$ cat config.mk
export PLATFORM = sky130hd
export DESIGN_NAME = prio_irq_ctrl
export DESIGN_NICKNAME = d
export VERILOG_FILES = /design/src/rtl/irqc_pkg.sv /design/src/rtl/irqc_sync.sv /design/src/rtl/irqc_edge.sv /design/src/rtl/irqc_flags.sv /design/src/rtl/prio_irq_ctrl.sv
export SDC_FILE = /design/constraint.sdc
export NUM_CORES = 1
export LEC_CHECK = 0
export BUFFER_PORTS_ARGS = -buffer_cell sky130_fd_sc_hd__buf_2
export CORE_AREA = 2 2 60 62
export CTS_BUF_LIST = sky130_fd_sc_hd__clkbuf_4 sky130_fd_sc_hd__clkbuf_8
export CTS_CLUSTER_SIZE = 10
export DETAILED_ROUTE_END_ITERATION = 10
export DIE_AREA = 0 0 62 64
export PLACE_DENSITY = 0.77
export SLEW_MARGIN = 20
export SYNTH_ARGS = -nofsm -noshare
export SYNTH_HDL_FRONTEND = slang
export SYNTH_SLANG_ARGS = --single-unit
$ cat constraint.sdc
create_clock -name clk -period 1.3 [get_ports clk]
set_clock_uncertainty 0.15 [all_clocks]
set_input_delay 0.195 -clock clk [delete_from_list [all_inputs] [get_ports clk]]
set_output_delay 0.195 -clock clk [all_outputs]
set_load 0.05 [all_outputs]
$ cat src/rtl/irqc_pkg.sv
package irqc_pkg;
  localparam int REG_ADDR_W = 2;
  localparam logic [REG_ADDR_W-1:0] ADDR_ENABLE   = 2'd0;
  localparam logic [REG_ADDR_W-1:0] ADDR_PRIORITY = 2'd1;
  localparam logic [REG_ADDR_W-1:0] ADDR_POLARITY = 2'd2;
  localparam logic [REG_ADDR_W-1:0] ADDR_CLEAR    = 2'd3;
endpackage

$ cat src/rtl/irqc_sync.sv
module irqc_sync #(
  parameter int WIDTH  = 1,
  parameter int STAGES = 2
) (
  input  logic             clk,
  input  logic             rst,
  input  logic [WIDTH-1:0] d,
  output logic [WIDTH-1:0] q_cur,
  output logic [WIDTH-1:0] q_prev
);
  logic [WIDTH-1:0] chain [STAGES];
  logic [WIDTH-1:0] hist;

  always_ff @(posedge clk) begin
    if (rst) begin
      for (int s = 0; s < STAGES; s++) chain[s] <= '0;
      hist <= '0;
    end else begin
      chain[0] <= d;
      for (int s = 1; s < STAGES; s++) chain[s] <= chain[s-1];
      hist <= chain[STAGES-1];
    end
  end

  assign q_cur  = chain[STAGES-1];
  assign q_prev = hist;
endmodule

$ cat src/rtl/irqc_edge.sv
module irqc_edge #(
  parameter int LINES = 3
) (
  input  logic [LINES-1:0] pol,
  input  logic [LINES-1:0] cur,
  input  logic [LINES-1:0] prev,
  output logic [LINES-1:0] hit
);
  // polarity 1 picks rising edges, polarity 0 picks falling edges
  for (genvar i = 0; i < LINES; i++) begin : g_line
    assign hit[i] = pol[i] ? (cur[i] & ~prev[i]) : (~cur[i] & prev[i]);
  end
endmodule

$ cat src/rtl/irqc_flags.sv
module irqc_flags #(
  parameter int SRCS = 5
) (
  input  logic            clk,
  input  logic            rst,
  input  logic [SRCS-1:0] evt,
  input  logic [SRCS-1:0] clr,
  input  logic [SRCS-1:0] en,
  input  logic [SRCS-1:0] prio,
  input  logic            gie,
  input  logic            sleep,
  output logic [SRCS-1:0] flags,
  output logic            irq_high,
  output logic            irq_low,
  output logic            wake
);
  logic [SRCS-1:0] armed;
  assign armed = flags & en;

  always_ff @(posedge clk) begin
    if (rst) begin
      flags    <= '0;
      irq_high <= 1'b0;
      irq_low  <= 1'b0;
      wake     <= 1'b0;
    end else begin
      flags    <= (flags & ~clr) | evt;           // event beats clear
      irq_high <= gie & |(armed & prio);
      irq_low  <= gie & |(armed & ~prio);
      wake     <= sleep & |armed;                 // global enable not used
    end
  end

  assert_flag_sticky_R3: assert property (@(posedge clk) disable iff (rst)
    !$past(rst) |-> ((flags & $past(flags & ~clr)) == $past(flags & ~clr)))
    else $error("flag dropped without a clear write");

  assert_event_wins_R10: assert property (@(posedge clk) disable iff (rst)
    !$past(rst) |-> ((flags & $past(evt)) == $past(evt)))
    else $error("event lost");

  assert_gie_gate_R6: assert property (@(posedge clk) disable iff (rst)
    !gie |=> (!irq_high && !irq_low))
    else $error("request without global enable");

  assert_wake_sleep_R7: assert property (@(posedge clk) disable iff (rst)
    !sleep |=> !wake)
    else $error("wake while awake");

  assert_req_source_R4: assert property (@(posedge clk) disable iff (rst)
    (irq_high || irq_low || wake) |-> $past(|(flags & en)))
    else $error("request without an enabled flag");
endmodule

$ cat src/rtl/prio_irq_ctrl.sv
module prio_irq_ctrl
  import irqc_pkg::*;
#(
  parameter int EXT_LINES   = 3,
  parameter int PORT_W      = 4,
  parameter int SYNC_STAGES = 2,
  parameter int DATA_W      = 8
) (
  input  logic                         clk,
  input  logic                         rst,
  input  logic                         wr_en,
  input  logic [REG_ADDR_W-1:0]        wr_addr,
  input  logic [DATA_W-1:0]            wr_data,
  input  logic [EXT_LINES-1:0]         ext_in,
  input  logic                         tmr_ovf,
  input  logic [PORT_W-1:0]            port_in,
  input  logic                         sleep,
  output logic [EXT_LINES+1:0]         flags,
  output logic                         irq_high,
  output logic                         irq_low,
  output logic                         wake
);
  localparam int SRCS     = EXT_LINES + 2;
  localparam int TMR_IDX  = EXT_LINES;
  localparam int PORT_IDX = EXT_LINES + 1;
  localparam int GIE_BIT  = DATA_W - 1;

  logic [SRCS-1:0]      en_q;
  logic [SRCS-1:1]      prio_q;
  logic [EXT_LINES-1:0] pol_q;
  logic                 gie_q;

  always_ff @(posedge clk) begin
    if (rst) begin
      en_q   <= '0;
      prio_q <= '0;
      pol_q  <= '1;
      gie_q  <= 1'b0;
    end else if (wr_en) begin
      case (wr_addr)
        ADDR_ENABLE: begin
          en_q  <= wr_data[SRCS-1:0];
          gie_q <= wr_data[GIE_BIT];
        end
        ADDR_PRIORITY: prio_q <= wr_data[SRCS-1:1];
        ADDR_POLARITY: pol_q  <= wr_data[EXT_LINES-1:0];
        default: ;
      endcase
    end
  end

  logic [SRCS-1:0] clr;
  assign clr = (wr_en && wr_addr == ADDR_CLEAR) ? wr_data[SRCS-1:0] : '0;

  logic unused_wr_bits;
  assign unused_wr_bits = ^{wr_data[GIE_BIT-1:SRCS], wr_data[0]};

  logic [EXT_LINES-1:0] ext_cur, ext_prev, ext_hit;
  logic [PORT_W-1:0]    port_cur, port_prev;

  irqc_sync #(.WIDTH(EXT_LINES), .STAGES(SYNC_STAGES)) u_ext_sync (
    .clk(clk), .rst(rst), .d(ext_in), .q_cur(ext_cur), .q_prev(ext_prev));

  irqc_sync #(.WIDTH(PORT_W), .STAGES(SYNC_STAGES)) u_port_sync (
    .clk(clk), .rst(rst), .d(port_in), .q_cur(port_cur), .q_prev(port_prev));

  irqc_edge #(.LINES(EXT_LINES)) u_edge (
    .pol(pol_q), .cur(ext_cur), .prev(ext_prev), .hit(ext_hit));

  logic [SRCS-1:0] evt;
  assign evt[EXT_LINES-1:0] = ext_hit;
  assign evt[TMR_IDX]       = tmr_ovf;
  assign evt[PORT_IDX]      = |(port_cur ^ port_prev);

  logic [SRCS-1:0] prio_eff;
  assign prio_eff = {prio_q, 1'b1};   // pin 0 is always high priority

  irqc_flags #(.SRCS(SRCS)) u_flags (
    .clk(clk), .rst(rst), .evt(evt), .clr(clr), .en(en_q), .prio(prio_eff),
    .gie(gie_q), .sleep(sleep), .flags(flags),
    .irq_high(irq_high), .irq_low(irq_low), .wake(wake));

  assert_pin0_never_low_R5: assert property (@(posedge clk) disable iff (rst)
    irq_low |-> $past(|(flags[SRCS-1:1] & en_q[SRCS-1:1])))
    else $error("low request with only pin 0 pending");
endmodule

==> run summary <==
The startpoint identified for the worst hold timing path is wr_en. The worst hold path was traced through 4 stages. For this block, the initial DRC count from the detailed router was 41. STA classifies the critical path endpoint as an output pin.

The final layout contains 211 nets. Setup total negative slack on the finished layout was measured at 0 ns. The initial antenna violation count is 0, and the post-synthesis instance total is 140. The number of global-route vias before repair came out at 1103. The cell with the largest stage delay on the worst path was dfxtp_2.

On the critical path the largest part of the delay comes from flip-flops. TritonCTS built the clock tree. The arrival time of data at the critical path endpoint was 0.88 ns.

Of the total power, combinational logic draws 11.3%. The startpoint identified for the worst register-to-register timing path is pol_q[1]$_SDFFE_PP1P_. The run gives 0 as the remaining number of nets flagged by the antenna check after routing.

Of the synthesized area, sequential elements account for 57.63%. The transition time at the pin with the least slew margin works out to 0.3118 ns. The antenna diode count is 0.

From bottom edge to top edge, the die measures 64 um. Power spread over the standard cell area amounts to 1176 nW/um^2. Across every metal layer, demand over resource in global routing totals 15.50%. The die area came out at 3968 sq um. Summed over all nets, the half-perimeter wirelength after detailed placement is 1977 um.

The floorplan has 21 rows. After floorplanning, the core was sized to cover 3284 sq um. On the worst path, the slowest cell contributes a delay of 0.38 ns. Clock group share of total power: 28.7%.

The internal portion of the total power is 1.755 mW. The tools report the final weighted congestion in routability-driven placement as 0.8562. The clock net in this run drives a total of 42 sinks. Across the run, the number of max-cap violations was 0.

In this run, synthesis produced a sequential element count of 42. Final-report max-slew violation count: 0. Buffers placed on the I/O ports in this run total 27. Measured in cells, the most critical reg-to-reg path has a length of 2.

The path type of the worst min-delay path is in2reg. The pre-antenna-repair detailed-routing pass consisted of 4 iterations. The tools report the kind of start point of the critical path as a flip-flop.

In the final routed layout, each cell accounts on average for 11.50 um. Maximum fanout encountered on the critical timing path: 4. When the netlist entered floorplanning its net count stood at 162. Each instance of the synthesized netlist takes up on average 10.42 sq um.

The worst register-to-register path ends at u_flags.flags[1]$_SDFF_PP0_. Setup violations remaining at the end of the flow were counted as 0. The number of buffers inserted by post-CTS setup repair is 0, and the clock transition time at the flip-flop clock pins of the worst setup and hold paths is 0.11 ns.

For this run, the top clock speed supported by timing is 817.1 MHz. Number of distinct library cells after synthesis: 22. Global routing finished with a remaining overflow of 0. The worst-case IR drop observed on VDD is 0.0007299 V. Summed over all cells, the static leakage comes to 0.8417 nW. The number of buffers added by the clock tree synthesis step was 5. The shortest period the worst path allows was 1.224 ns. For the netlist area before placement, the log shows 1459 sq um. For the level count of the clock H-tree, the log shows 2. Walking the worst path, the cells encountered are buf_6. The proportion of layout cells with a drive suffix above 1 is 24.74%. For this configuration, the core starts out at a cell density of 44.42%. In the layout the commonest cells are 37 x dfxtp_1, 21 x nor2b_1, 19 x buf_2. Per report_power, the sequential group accounts for 60.1% of the total. The kind of critical path was reg2out. The run gives 0 as the remaining design rule violation count.

The logs give 25 for the largest net degree at the start of global routing and 4519 um for the wire length of the first global-routing pass. Counting along the longest clock path gives a buffer depth of 2. For this block, the routed nets add up to 2715 um of wire. The number of buffer and inverter instances along the worst setup path was 1. The run finished with clean final reports. The share of total power consumed by net switching is 23.29%, and the clock latency reported for the late side of the worst-skew pair is 0.33 ns. Summed over all nets, the switching power comes to 0.5326 mW. The cell area reported after detailed placement was 1673 sq um; the area added between synthesis and finish was 33.36%. The tree is rooted in a clkbuf_4. The worst path required time came out at 0.95 ns. For this run, the number of Yosys warnings is 0. The setup check on the worst reg-to-reg path leaves a slack of 0.11 ns. The normalized max-slew margin is 79.15%, and the period utilization is 94.14%. The worst hold path terminates at u_flags.flags[3]$_SDFF_PP0_. The synthesized design spends more area on one cell type than any other, namely dfxtp_1. Setup repair after global routing left no endpoint under its margin.

The number of vias per cell after detailed routing came out at 4.767. Sorting the synthesized cells by area gives the leading types as dfxtp_1 58%, nor2b_1 9.0%, mux2i_1 6.9%, nor2_1 2.8%, nand3b_1 2.6%. The width of the chip works out to 62 um.

The top-level port count is 30. Leaving out fill and tap cells, the most frequent cell in the layout is dfxtp_1. For this block, the via count after detailed routing is 1125.

The count of endpoints failing hold in the final timing report came out at 0. The post-route cell area is 1946 sq um. Layout filler cell count: 291.

The top cell type's share of synthesized area is 57.63%.
## power groups by stage
| stage | Sequential (mW) | Combinational, mW | Clock (mW) |
|---|---|---|---|
| finish | 1.37 | 0.258 | 0.655 |
| global route | 1.38 | 0.281 | 0.772 |
| CTS | 1.37 | 0.257 | 0.683 |
| detailed placement | 1.40 | 0.209 | 0 |
| global placement | 1.40 | 0.204 | 0 |
| floorplan | 1.43 | 0.0939 | 0 |
## layer usage
| metal | share of wire [%] | routed length (um) | vias to the layer above | GRT usage (%) |
|---|---|---|---|---|
| met3 | 5.7 | 156 | 2 | 6.073 |
| met5 | 0 | 0 | - | 0 |
| met2 | 50 | 1369 | 36 | 25.52 |
| met1 | 43 | 1174 | 514 | 17.36 |
| met4 | 0.55 | 15 | 0 | 6.117 |
| li1 | - | - | 573 | - |
## what timing repair did
action / CTS / global route
resized for setup: 9 / 12
hold endpoints to repair: 20 / 0
hold buffers: 16 / 0
endpoints found under the setup margin: 5 / 8
## stage by stage
stage / setup slack (ns) / total power, mW / hold slack [ns] / util, % / cells
3_5_place_dp: 0.05317 / 1.611 / 0.2612 / 50.93 / 212
2_1_floorplan: 0.01747 / 1.528 / 0.1623 / - / 140
3_3_place_gp: 0.08623 / 1.603 / 0.2527 / 50.93 / 212
5_1_grt: 0.01121 / 2.436 / 0.08937 / 59.24 / 236
6_report: 0.07618 / 2.287 / 0.1081 / 59.24 / 236
4_1_cts: 0.008529 / 2.315 / 0.09621 / 58.51 / 236
## flip-flops by register name (all words and copies together), names as in the netlist
| name | count |
|---|---|
| u_flags.irq_low | 1 |
| pol_q | 3 |
| u_port_sync.q_prev | 4 |
| u_ext_sync.q_prev | 3 |
| u_flags.wake | 1 |
| u_ext_sync.chain | 6 |
| u_port_sync.chain | 8 |
| gie_q | 1 |
| prio_q | 4 |
| u_flags.irq_high | 1 |
| en_q | 5 |
| u_flags.flags | 5 |
## synthesized netlist by cell type
cell	number
o22a_1	2
a31oi_1	5
mux2i_1	10
nor2b_1	21
nand3b_1	5
nor4_1	1
nand2_1	8
nor2_1	11
a22oi_1	1
a21oi_1	3
xor2_1	4
dfxtp_1	42
a32oi_1	1
o21ai_0	4
inv_1	5
and3_1	2
nand3_1	2
nand4_1	2
o211ai_1	3
nor3b_4	1
or3b_2	3
clkbuf_1	4
## layout make-up
class	instances	area, sq um	share of cell area, %
well taps	46	57.56	2.958
inverters	5	18.77	0.9646
multi-input cells	89	584.3	30.03
repair buffers	46	369.1	18.97
clock inverters	1	5.005	0.2572
flip-flops and latches	42	852.1	43.79
clock buffers	7	58.81	3.023
## worst max-delay path by stage
stage | depth (start not counted) | end | startpoint | slack [ns]
CTS | 1 | flags[0] | u_flags.flags[0]$_SDFF_PP0_ | 0.009
finish | 1 | flags[4] | u_flags.flags[4]$_SDFF_PP0_ | 0.08
detailed placement | 5 | en_q[4]$_SDFFE_PP0P_ | wr_addr[1] | 0.05
floorplan | 3 | u_flags.irq_low$_SDFF_PP0_ | u_flags.flags[4]$_SDFF_PP0_ | 0.02
global placement | 4 | prio_q[4]$_SDFFE_PP0P_ | wr_addr[1] | 0.09
global route | 1 | flags[0] | u_flags.flags[0]$_SDFF_PP0_ | 0.01
## kinds of logic after synthesis
| kind of cell | share of synthesized area [%] |
|---|---|
| AO/OA/AOI/OAI | 8.405 |
| flip-flops | 57.63 |
| AND/OR/NAND/NOR | 22.39 |
| multiplexers | 6.861 |
| XOR/XNOR | 2.401 |
| buffers and inverters | 2.315 |
## tightest hold or removal path, delay by kind of cell
| kind | cells | cell delay, ns |
|---|---|---|
| simple gates | 2 | 0.17 |
| buf+inv | 1 | 0.13 |
| compound gates | 1 | 0.07 |
Note: power is estimated with default switching activity, not from simulation.
